<file path="config.mk">
export PLATFORM = sky130hd
export DESIGN_NAME = store_merge_unit
export DESIGN_NICKNAME = d
export VERILOG_FILES = /design/src/rtl/smu_pkg.sv /design/src/rtl/smu_parity_gen.sv /design/src/rtl/smu_lane_merge.sv /design/src/rtl/smu_ctrl.sv /design/src/rtl/store_merge_unit.sv
export SDC_FILE = /design/constraint.sdc
export NUM_CORES = 1
export LEC_CHECK = 0
export BUFFER_PORTS_ARGS = -buffer_cell sky130_fd_sc_hd__buf_2
export CAP_MARGIN = 40
export CORE_ASPECT_RATIO = 0.6
export CORE_MARGIN = 3
export CORE_UTILIZATION = 32
export CTS_CLUSTER_SIZE = 12
export DETAILED_ROUTE_END_ITERATION = 16
export PLACE_DENSITY = 0.58
export SYNTH_ARGS = -nofsm -noshare
export SYNTH_HDL_FRONTEND = slang
export SYNTH_SLANG_ARGS = --single-unit
</file>
<file path="constraint.sdc">
create_clock -name clk -period 5.3 [get_ports clk]
set_input_delay 1.59 -clock clk [delete_from_list [all_inputs] [get_ports clk]]
set_output_delay 1.59 -clock clk [all_outputs]
set_load 0.1 [all_outputs]
</file>
<file path="src/rtl/smu_pkg.sv">
package smu_pkg;

    localparam int WORD_W = 32;
    localparam int LANE_W = 8;
    localparam int LANES  = WORD_W / LANE_W;
    localparam int OFF_W  = $clog2(LANES);

    typedef enum logic [1:0] {
        SZ_BYTE = 2'd0,
        SZ_HALF = 2'd1,
        SZ_WORD = 2'd2,
        SZ_RSVD = 2'd3
    } size_e;

    typedef enum logic [2:0] {
        ST_IDLE,
        ST_RD1,
        ST_WR1,
        ST_RD2,
        ST_WR2,
        ST_DONE,
        ST_ERR
    } state_e;

    typedef struct packed {
        size_e              size;
        logic [OFF_W-1:0]   off;
        logic [WORD_W-1:0]  data;
    } store_t;

    // Lanes touched in the first (or only) word of a store.
    function automatic logic [LANES-1:0] lane_mask(size_e sz, logic [OFF_W-1:0] off);
        logic [LANES-1:0] m;
        case (sz)
            SZ_BYTE: m = LANES'(1) << off;
            SZ_HALF: m = (off == OFF_W'(LANES - 1)) ? (LANES'(1) << off)
                                                   : (LANES'(3) << off);
            SZ_WORD: m = '1;
            default: m = '0;
        endcase
        return m;
    endfunction

    function automatic logic straddles(size_e sz, logic [OFF_W-1:0] off);
        return (sz == SZ_HALF) && (off == OFF_W'(LANES - 1));
    endfunction

    function automatic logic refused(size_e sz, logic [OFF_W-1:0] off);
        return (sz == SZ_RSVD) || ((sz == SZ_WORD) && (off != '0));
    endfunction

endpackage

</file>
<file path="src/rtl/smu_parity_gen.sv">
module smu_parity_gen
    import smu_pkg::*;
(
    input  logic [WORD_W-1:0] word,
    output logic [LANES-1:0]  par
);
    for (genvar g = 0; g < LANES; g++) begin : g_lane
        assign par[g] = ^word[g*LANE_W +: LANE_W];
    end
endmodule

</file>
<file path="src/rtl/smu_lane_merge.sv">
module smu_lane_merge
    import smu_pkg::*;
(
    input  logic              second,
    input  store_t            st,
    input  logic [WORD_W-1:0] old_word,
    output logic [WORD_W-1:0] new_word,
    output logic [LANES-1:0]  new_par
);
    logic [LANES-1:0]  mask;
    logic [WORD_W-1:0] placed;

    always_comb begin
        if (second) begin
            mask   = LANES'(1);
            placed = WORD_W'(st.data[2*LANE_W-1:LANE_W]);
        end else begin
            mask   = lane_mask(st.size, st.off);
            placed = st.data << {st.off, 3'b000};
        end
    end

    for (genvar g = 0; g < LANES; g++) begin : g_sel
        assign new_word[g*LANE_W +: LANE_W] = mask[g] ? placed[g*LANE_W +: LANE_W]
                                                      : old_word[g*LANE_W +: LANE_W];
    end

    smu_parity_gen u_par (
        .word (new_word),
        .par  (new_par)
    );
endmodule

</file>
<file path="src/rtl/smu_ctrl.sv">
module smu_ctrl
    import smu_pkg::*;
#(
    parameter int IDX_W = 8
) (
    input  logic             clk,
    input  logic             rst,
    input  logic             req_valid,
    input  logic [IDX_W-1:0] in_idx,
    input  store_t           in_st,
    output logic             req_ready,
    output logic             done,
    output logic             err,
    output logic             mem_cs,
    output logic             mem_we,
    output logic [IDX_W-1:0] mem_idx,
    output logic             second,
    output store_t           held
);
    localparam logic [IDX_W-1:0] IDX_ONE = IDX_W'(1);

    state_e           state, nxt;
    logic [IDX_W-1:0] base_idx;
    logic             take;

    assign take = req_valid && (state == ST_IDLE);

    always_comb begin
        nxt = state;
        case (state)
            ST_IDLE: if (take) begin
                if (refused(in_st.size, in_st.off))  nxt = ST_ERR;
                else if (in_st.size == SZ_WORD)      nxt = ST_WR1;
                else                                 nxt = ST_RD1;
            end
            ST_RD1:  nxt = ST_WR1;
            ST_WR1:  nxt = straddles(held.size, held.off) ? ST_RD2 : ST_DONE;
            ST_RD2:  nxt = ST_WR2;
            ST_WR2:  nxt = ST_DONE;
            default: nxt = ST_IDLE;
        endcase
    end

    always_ff @(posedge clk) begin
        if (rst) begin
            state    <= ST_IDLE;
            base_idx <= '0;
            held     <= '0;
        end else begin
            state <= nxt;
            if (take) begin
                base_idx <= in_idx;
                held     <= in_st;
            end
        end
    end

    assign req_ready = (state == ST_IDLE);
    assign done      = (state == ST_DONE);
    assign err       = (state == ST_ERR);
    assign mem_cs    = (state == ST_RD1) || (state == ST_WR1) ||
                       (state == ST_RD2) || (state == ST_WR2);
    assign mem_we    = (state == ST_WR1) || (state == ST_WR2);
    assign second    = (state == ST_RD2) || (state == ST_WR2);
    assign mem_idx   = second ? base_idx + IDX_ONE : base_idx;

    AST_SPLIT_NEXT_IDX: assert property (@(posedge clk) disable iff (rst)
        (state == ST_RD2) |-> (mem_idx == $past(mem_idx) + IDX_ONE));
    AST_PARTIAL_READ_FIRST: assert property (@(posedge clk) disable iff (rst)
        (mem_cs && mem_we && held.size != SZ_WORD) |-> $past(mem_cs && !mem_we));
    AST_WORD_NO_READ: assert property (@(posedge clk) disable iff (rst)
        (mem_cs && !mem_we) |-> (held.size != SZ_WORD));
endmodule

</file>
<file path="src/rtl/store_merge_unit.sv">
module store_merge_unit
    import smu_pkg::*;
#(
    parameter int ADDR_W = 10
) (
    input  logic                clk,
    input  logic                rst,
    input  logic                req_valid,
    output logic                req_ready,
    input  logic [ADDR_W-1:0]   req_addr,
    input  logic [1:0]          req_size,
    input  logic [WORD_W-1:0]   req_data,
    output logic                done,
    output logic                err,
    output logic                mem_cs,
    output logic                mem_we,
    output logic [ADDR_W-3:0]   mem_idx,
    output logic [WORD_W-1:0]   mem_wdata,
    output logic [LANES-1:0]    mem_wpar,
    input  logic [WORD_W-1:0]   mem_rdata
);
    localparam int IDX_W = ADDR_W - OFF_W;

    store_t in_st, held;
    logic   second;

    assign in_st.size = size_e'(req_size);
    assign in_st.off  = req_addr[OFF_W-1:0];
    assign in_st.data = req_data;

    smu_ctrl #(.IDX_W(IDX_W)) u_ctrl (
        .clk       (clk),
        .rst       (rst),
        .req_valid (req_valid),
        .in_idx    (req_addr[ADDR_W-1:OFF_W]),
        .in_st     (in_st),
        .req_ready (req_ready),
        .done      (done),
        .err       (err),
        .mem_cs    (mem_cs),
        .mem_we    (mem_we),
        .mem_idx   (mem_idx),
        .second    (second),
        .held      (held)
    );

    smu_lane_merge u_merge (
        .second   (second),
        .st       (held),
        .old_word (mem_rdata),
        .new_word (mem_wdata),
        .new_par  (mem_wpar)
    );

    AST_BUSY_AFTER_ACCEPT: assert property (@(posedge clk) disable iff (rst)
        (req_valid && req_ready) |=> !req_ready);
    AST_WRITE_PARITY: assert property (@(posedge clk) disable iff (rst)
        (mem_cs && mem_we) |-> (mem_wpar == {^mem_wdata[31:24], ^mem_wdata[23:16],
                                             ^mem_wdata[15:8],  ^mem_wdata[7:0]}));
    AST_DONE_AFTER_WRITE: assert property (@(posedge clk) disable iff (rst)
        done |-> $past(mem_cs && mem_we));
    AST_DONE_ERR_EXCL: assert property (@(posedge clk) disable iff (rst)
        !(done && err));
    AST_ERR_NO_ACCESS: assert property (@(posedge clk) disable iff (rst)
        err |-> (!mem_cs && $past(req_valid && req_ready)));
endmodule

</file>
==> impl_metrics.toml, run 1 <==
[sta]
grt_setup_unrepaired = "no"
finalMaxSlewViolations = 0
tightest_slew_ns = 0.830
hold-worst-slack_ns = 0.458
setup_viol = 0
finalHoldViolations = 0
finalCritPeriodShare = 0.898
finalClockSkew_ns = 0.00612
period_minus_slack_ns = 4.76
maxSlewHeadroom = 0.447
fmax_mhz = 210

[routing]
wl_per_cell_um = 16.3
drt_iter0_markers = 259
firstDrtPassIters = 4
vias = 3520
wirelength_um = 11400
ant_nets = 0
viasPerCell = 5.04
drc = 0

[die]
die_h_um = 87.1
die_area_sq_um = 12300
initial_utilization = 0.341
die_w_um = 141
core_sq_um = 10300
fp-row-count = 28
num_io_pins = 128

[critical_path]
arrival_ns = 3.17
crit_chain = "nand3b_1 -> and2_4 -> nand2_2 -> mux2_2 -> xnor2_1 -> xnor3_1 -> buf_2"
cp.required_ns = 3.71
path_max_fanout = 12
cp-start-kind = "register"
critPathLaunch = "u_ctrl.state[1]"
reg2reg_from = "u_ctrl.state[1]"
crit_path_top_delay_cell = "dfxtp_1"
cp-end-kind = "primary output"
worstSetupPathType = "register to primary output"
max_stage_delay_ns = 0.57

[synth]
synthCells = 457
yosysUniqueCellTypes = 48
syn_avg_cell_area_sq_um = 7.67
synth-edff-count = 0
ys_ff_latch = 47
ys_seq_area_frac = 0.268
async_flop_share = 0
ys_warn_count = 0
syn_area_sq_um = 3500
syn-num-nets = 542
ys.flop_type = "dfxtp_1"

[finish]
num_antenna_cells = 0
syn_to_final_growth_pct = 29.6
fin_nets = 647
drive_gt1_frac = 0.309

[power]
power_mw = 3.50
clkPwrFrac = 0.116
p_int_mw = 1.40
power.switching_mw = 2.10
switching_share = 0.601
vdd_drop_max_uv = 1570
leakagePower_nw = 1.93
p_seq_frac = 0.145
combPwrFrac = 0.739
power.density_nw_per_um2 = 771

[run_status]
status = "finished clean"

[global_routing]
grt_max_degree = 46
gr-total-overflow = 0
grt_usage = 0.178
grt_pass1_wl_um = 17500
antenna_found_initial = 0
grt_pass1_vias = 3291

[cts]
cts.repair.resized = 0
post_cts_buffers = 0
insertion_delay_ns = 0.29
clk_pin_slew_ns = 0.07
cts_root_buffer = "clkbuf_16"
cts_made_buffers = 5
clockBufferDepth = 2
cts-htree-levels = 2
cts.sinks = 47
cts_hold_buf = 0
cts_tree = "built"

[worst_hold_path]
hp-start = "u_ctrl.held[31]"
hp-class = "register to register"

[flow_run]
max-cap-violations = 0

[placement]
hpwlAfterDp_um = 8790
io_buffers = 127
place.gp.congestion = 0.855
flip-flops by register name, indices dropped and copies added (netlist names):
name and count:
u_ctrl.state 3, u_ctrl.base_idx 8, u_ctrl.held 36
metal layers:
metal	wire, um	GRT usage	vias up	part of all wire
li1	-	-	1798	-
met1	5920	0.275	1600	0.52
met2	4650	0.260	113	0.41
met3	768	0.0307	9	0.067
met4	73	0.0281	0	0.0064
met5	0	0	-	0
cells by family (layout without fill, tap and decap cells):
logic type               count (synthesis)  after routing  share of synthesized area
buffers and inverters                   40            146                     0.0553
flip-flops                              47             47                      0.268
AO/OA/AOI/OAI                          110            110                      0.198
adder cells (fa/ha/maj)                  6              6                     0.0214
multiplexers                            42             42                      0.124
XOR/XNOR                                49             49                      0.131
AND/OR/NAND/NOR                        163            163                      0.202
power by group through the flow:
stage	sequential (mW)	combinational, mW	clock [mW]
final	0.508	2.59	0.405
after floorplan	0.460	2.13	0
after CTS	0.506	2.60	0.412
after detailed placement	0.514	2.59	0
after global placement	0.510	2.57	0
after global routing	0.515	2.70	0.425
cells in the mapped netlist (all sizes together), types with 3 or more instances:
| master | count | share of area |
|---|---|---|
| a211oi | 4 | 0.0086 |
| a21oi | 61 | 0.089 |
| a31oi | 8 | 0.016 |
| and2 | 3 | 0.0061 |
| and3 | 3 | 0.0054 |
| buf | 17 | 0.030 |
| clkbuf | 19 | 0.021 |
| dfxtp | 47 | 0.27 |
| ha | 6 | 0.021 |
| inv | 4 | 0.0043 |
| mux2 | 12 | 0.039 |
| mux2i | 30 | 0.086 |
| nand2 | 113 | 0.12 |
| nand2b | 3 | 0.0054 |
| nand3 | 8 | 0.011 |
| nand4 | 4 | 0.0071 |
| nor2 | 12 | 0.014 |
| nor2b | 7 | 0.012 |
| o211ai | 9 | 0.019 |
| o21a | 5 | 0.011 |
| o221ai | 4 | 0.010 |
| o22ai | 6 | 0.011 |
| o31ai | 10 | 0.023 |
| xnor2 | 32 | 0.080 |
| xor2 | 15 | 0.037 |
path summary, 6_finish.rpt:
kind	end	slack, ns	depth (start not counted)
setup / recovery	mem_wpar[3]	0.54	7
hold / removal	u_ctrl.held[31]	0.46	2
setup reg to reg	u_ctrl.held[18]	3.48	5
hold reg to reg	u_ctrl.held[31]	0.46	2
worst max-delay path, delay by kind of cell (launching register included):
kind                   cells  cell delay [ns]
AND/OR/NAND/NOR            3             1.05
flip-flops                 1             0.57
XOR/XNOR                   2             0.45
buffers and inverters      1             0.42
multiplexers               1             0.39
cell type report:
| cell class | instances | area [sq um] |
|---|---|---|
| fillers | 1052 | 5720 |
| multi-input cells | 370 | 2500 |
| flip-flops and latches | 47 | 941 |
| repair buffers | 134 | 726 |
| well taps | 135 | 169 |
| clock buffers | 6 | 129 |
| clock inverters | 2 | 60.1 |
| inverters | 4 | 15.0 |
layout by cell type (no fill, tap or decap), types with 9 or more instances in the layout:
cell / n
a21oi_1: 58
o31ai_1: 9
buf_2: 125
nor2_1: 11
dfxtp_1: 47
nand2_1: 112
mux2i_1: 30
o211ai_1: 9
xor2_1: 15
mux2_2: 12
xnor2_1: 31
metrics by stage:
step	util	instances	TNS, ns	instance area, sq um	setup WS (ns)
5_1_grt	0.442	698	0	4540	0.354
4_1_cts	0.442	698	0	4540	0.532
2_1_floorplan	-	457	-1.44	3640	-0.165
6_report	0.442	698	0	4540	0.538
3_3_place_gp	0.422	689	0	4340	0.833
3_5_place_dp	0.424	690	0	4350	0.799
(Power assumes the default switching activity.)
==> run 2, diff against run 1 <==
--- a/config.mk
+++ b/config.mk
@@ -10,3 +10,2 @@
 export CORE_ASPECT_RATIO = 0.6
-export CORE_MARGIN = 3
 export CORE_UTILIZATION = 32
==> constraint.sdc (replaced) <==
create_clock -name clk -period 5.3 [get_ports clk]
set_input_delay 0.53 -clock clk [delete_from_list [all_inputs] [get_ports clk]]
set_output_delay 0.53 -clock clk [all_outputs]
set_load 0.1 [all_outputs]
==> impl_metrics.toml, run 2 (synthesis results as in run 1) <==
[finish]
drive_gt1_frac = 0.302
final_util = 0.414
syn_to_final_growth_pct = 25.1
most-common-layout-cells = "127 x buf_2, 112 x nand2_1, 59 x a21oi_1"
final_common_cell = "buf_2"
largest_reg_flops = 36
reg_top3 = "u_ctrl.held x36, u_ctrl.base_idx x8, u_ctrl.state x3"
num_antenna_cells = 0
fin_nets = 644
final.fill_count = 1104
final_cell_area_sq_um = 4390
top_register = "u_ctrl.held"

[sta]
fmax_mhz = 263
grt_setup_unrepaired = "no"
finalClockSkew_ns = 0.00765
setup_viol = 0
maxSlewHeadroom = 0.460
tightest_slew_ns = 0.810
finalHoldViolations = 0
finalCritPeriodShare = 0.718
period_minus_slack_ns = 3.81
finalMaxSlewViolations = 0
finalSetupTns_ns = 0

[power]
vdd_drop_max_uv = 1230
power_mw = 3.20
leakagePower_nw = 1.89
power.density_nw_per_um2 = 729

[global_routing]
gr-total-overflow = 0
antenna_found_initial = 0
grt_pass1_vias = 3427
grt_usage = 0.197
grt_max_degree = 46
grt_pass1_wl_um = 17600

[cts]
insertion_delay_ns = 0.29
cts_made_buffers = 5
cts_root_buffer = "clkbuf_16"
clockBufferDepth = 2
cts.sinks = 47
post_cts_buffers = 0
cts-htree-levels = 2
clk_pin_slew_ns = 0.06
cts_hold_buf = 0
cts_tree = "built"
cts.repair.resized = 0

[placement]
dpl_cell_area_sq_um = 4220
place.gp.congestion = 0.846
hpwlAfterDp_um = 8450
io_buffers = 127

[die]
die_area_sq_um = 11400
initial_utilization = 0.331
num_io_pins = 128
core_sq_um = 10600
die_h_um = 83.1
die_w_um = 137
fp-row-count = 29

[routing]
vias = 3571
wirelength_um = 11100
firstDrtPassIters = 4
wl_met2_um = 4560
ant_nets = 0
drc = 0
drt_iter0_markers = 255
dr_wl_met3_um = 889
highest_layer = "met4"
viasPerCell = 5.11
met1_length_um = 5620
wl_per_cell_um = 15.9

[critical_path]
cp.required_ns = 4.77
arrival_ns = 3.28
cp-end-kind = "primary output"
path_max_fanout = 19
cp-start-kind = "register"
worstSetupPathType = "register to primary output"

[run_status]
status = "finished clean"

[flow_run]
max-cap-violations = 0

[worst_hold_path]
hp-class = "register to register"
[run 2: critical path, cell delays in order, from the launching register on]
cell and delay [ns]:
dfxtp_1 0.68, inv_2 0.27, ha_1 0.35, nor2b_1 0.15, o2111a_4 0.34, o221ai_1 0.18
o21a_1 0.17, xor2_1 0.17, xor3_1 0.27, buf_2 0.42
[run 2: area by class of cell]
class / count / area (sq um) / area share
multi-input combinational: 370 / 2420 / 0.552
sequential: 47 / 941 / 0.215
timing repair buffer: 131 / 666 / 0.152
tap: 139 / 174 / 0.0397
clock buffer: 5 / 125 / 0.0285
clock inverter: 3 / 43.8 / 0.00999
inverter: 4 / 15.0 / 0.00342
[run 2: routing by layer]
layer | up-vias | track usage
li1 | 1783 | -
met3 | 2 | 0.0342
met1 | 1640 | 0.305
met5 | - | 0
met2 | 146 | 0.282
met4 | 0 | 0.0360
[run 2: path summary, 6_finish.rpt]
| check | startpoint | endpoint | slack, ns | depth (start not counted) |
|---|---|---|---|---|
| worst max-delay path | u_ctrl.held[32] | mem_wpar[2] | 1.49 | 9 |
| worst min-delay path | u_ctrl.held[27] | u_ctrl.held[27] | 0.46 | 2 |
| worst max register to register | u_ctrl.held[32] | u_ctrl.state[2] | 3.28 | 6 |
| worst min register to register | u_ctrl.held[27] | u_ctrl.held[27] | 0.46 | 2 |
[run 2: power by group]
group,internal [mW],switching [mW],leakage [nW]
clock network,0.223,0.137,0.0838
registers,0.411,0.0973,0.385
logic,0.520,1.81,1.42
[run 2: through the flow]
stage	worst slack [ns]	std cells	hold slack [ns]
after floorplan	0.536	457	0.432
after global routing	1.27	699	0.482
after detailed placement	1.79	691	0.450
after CTS	1.49	699	0.459
final	1.49	699	0.461
after global placement	1.93	691	0.444
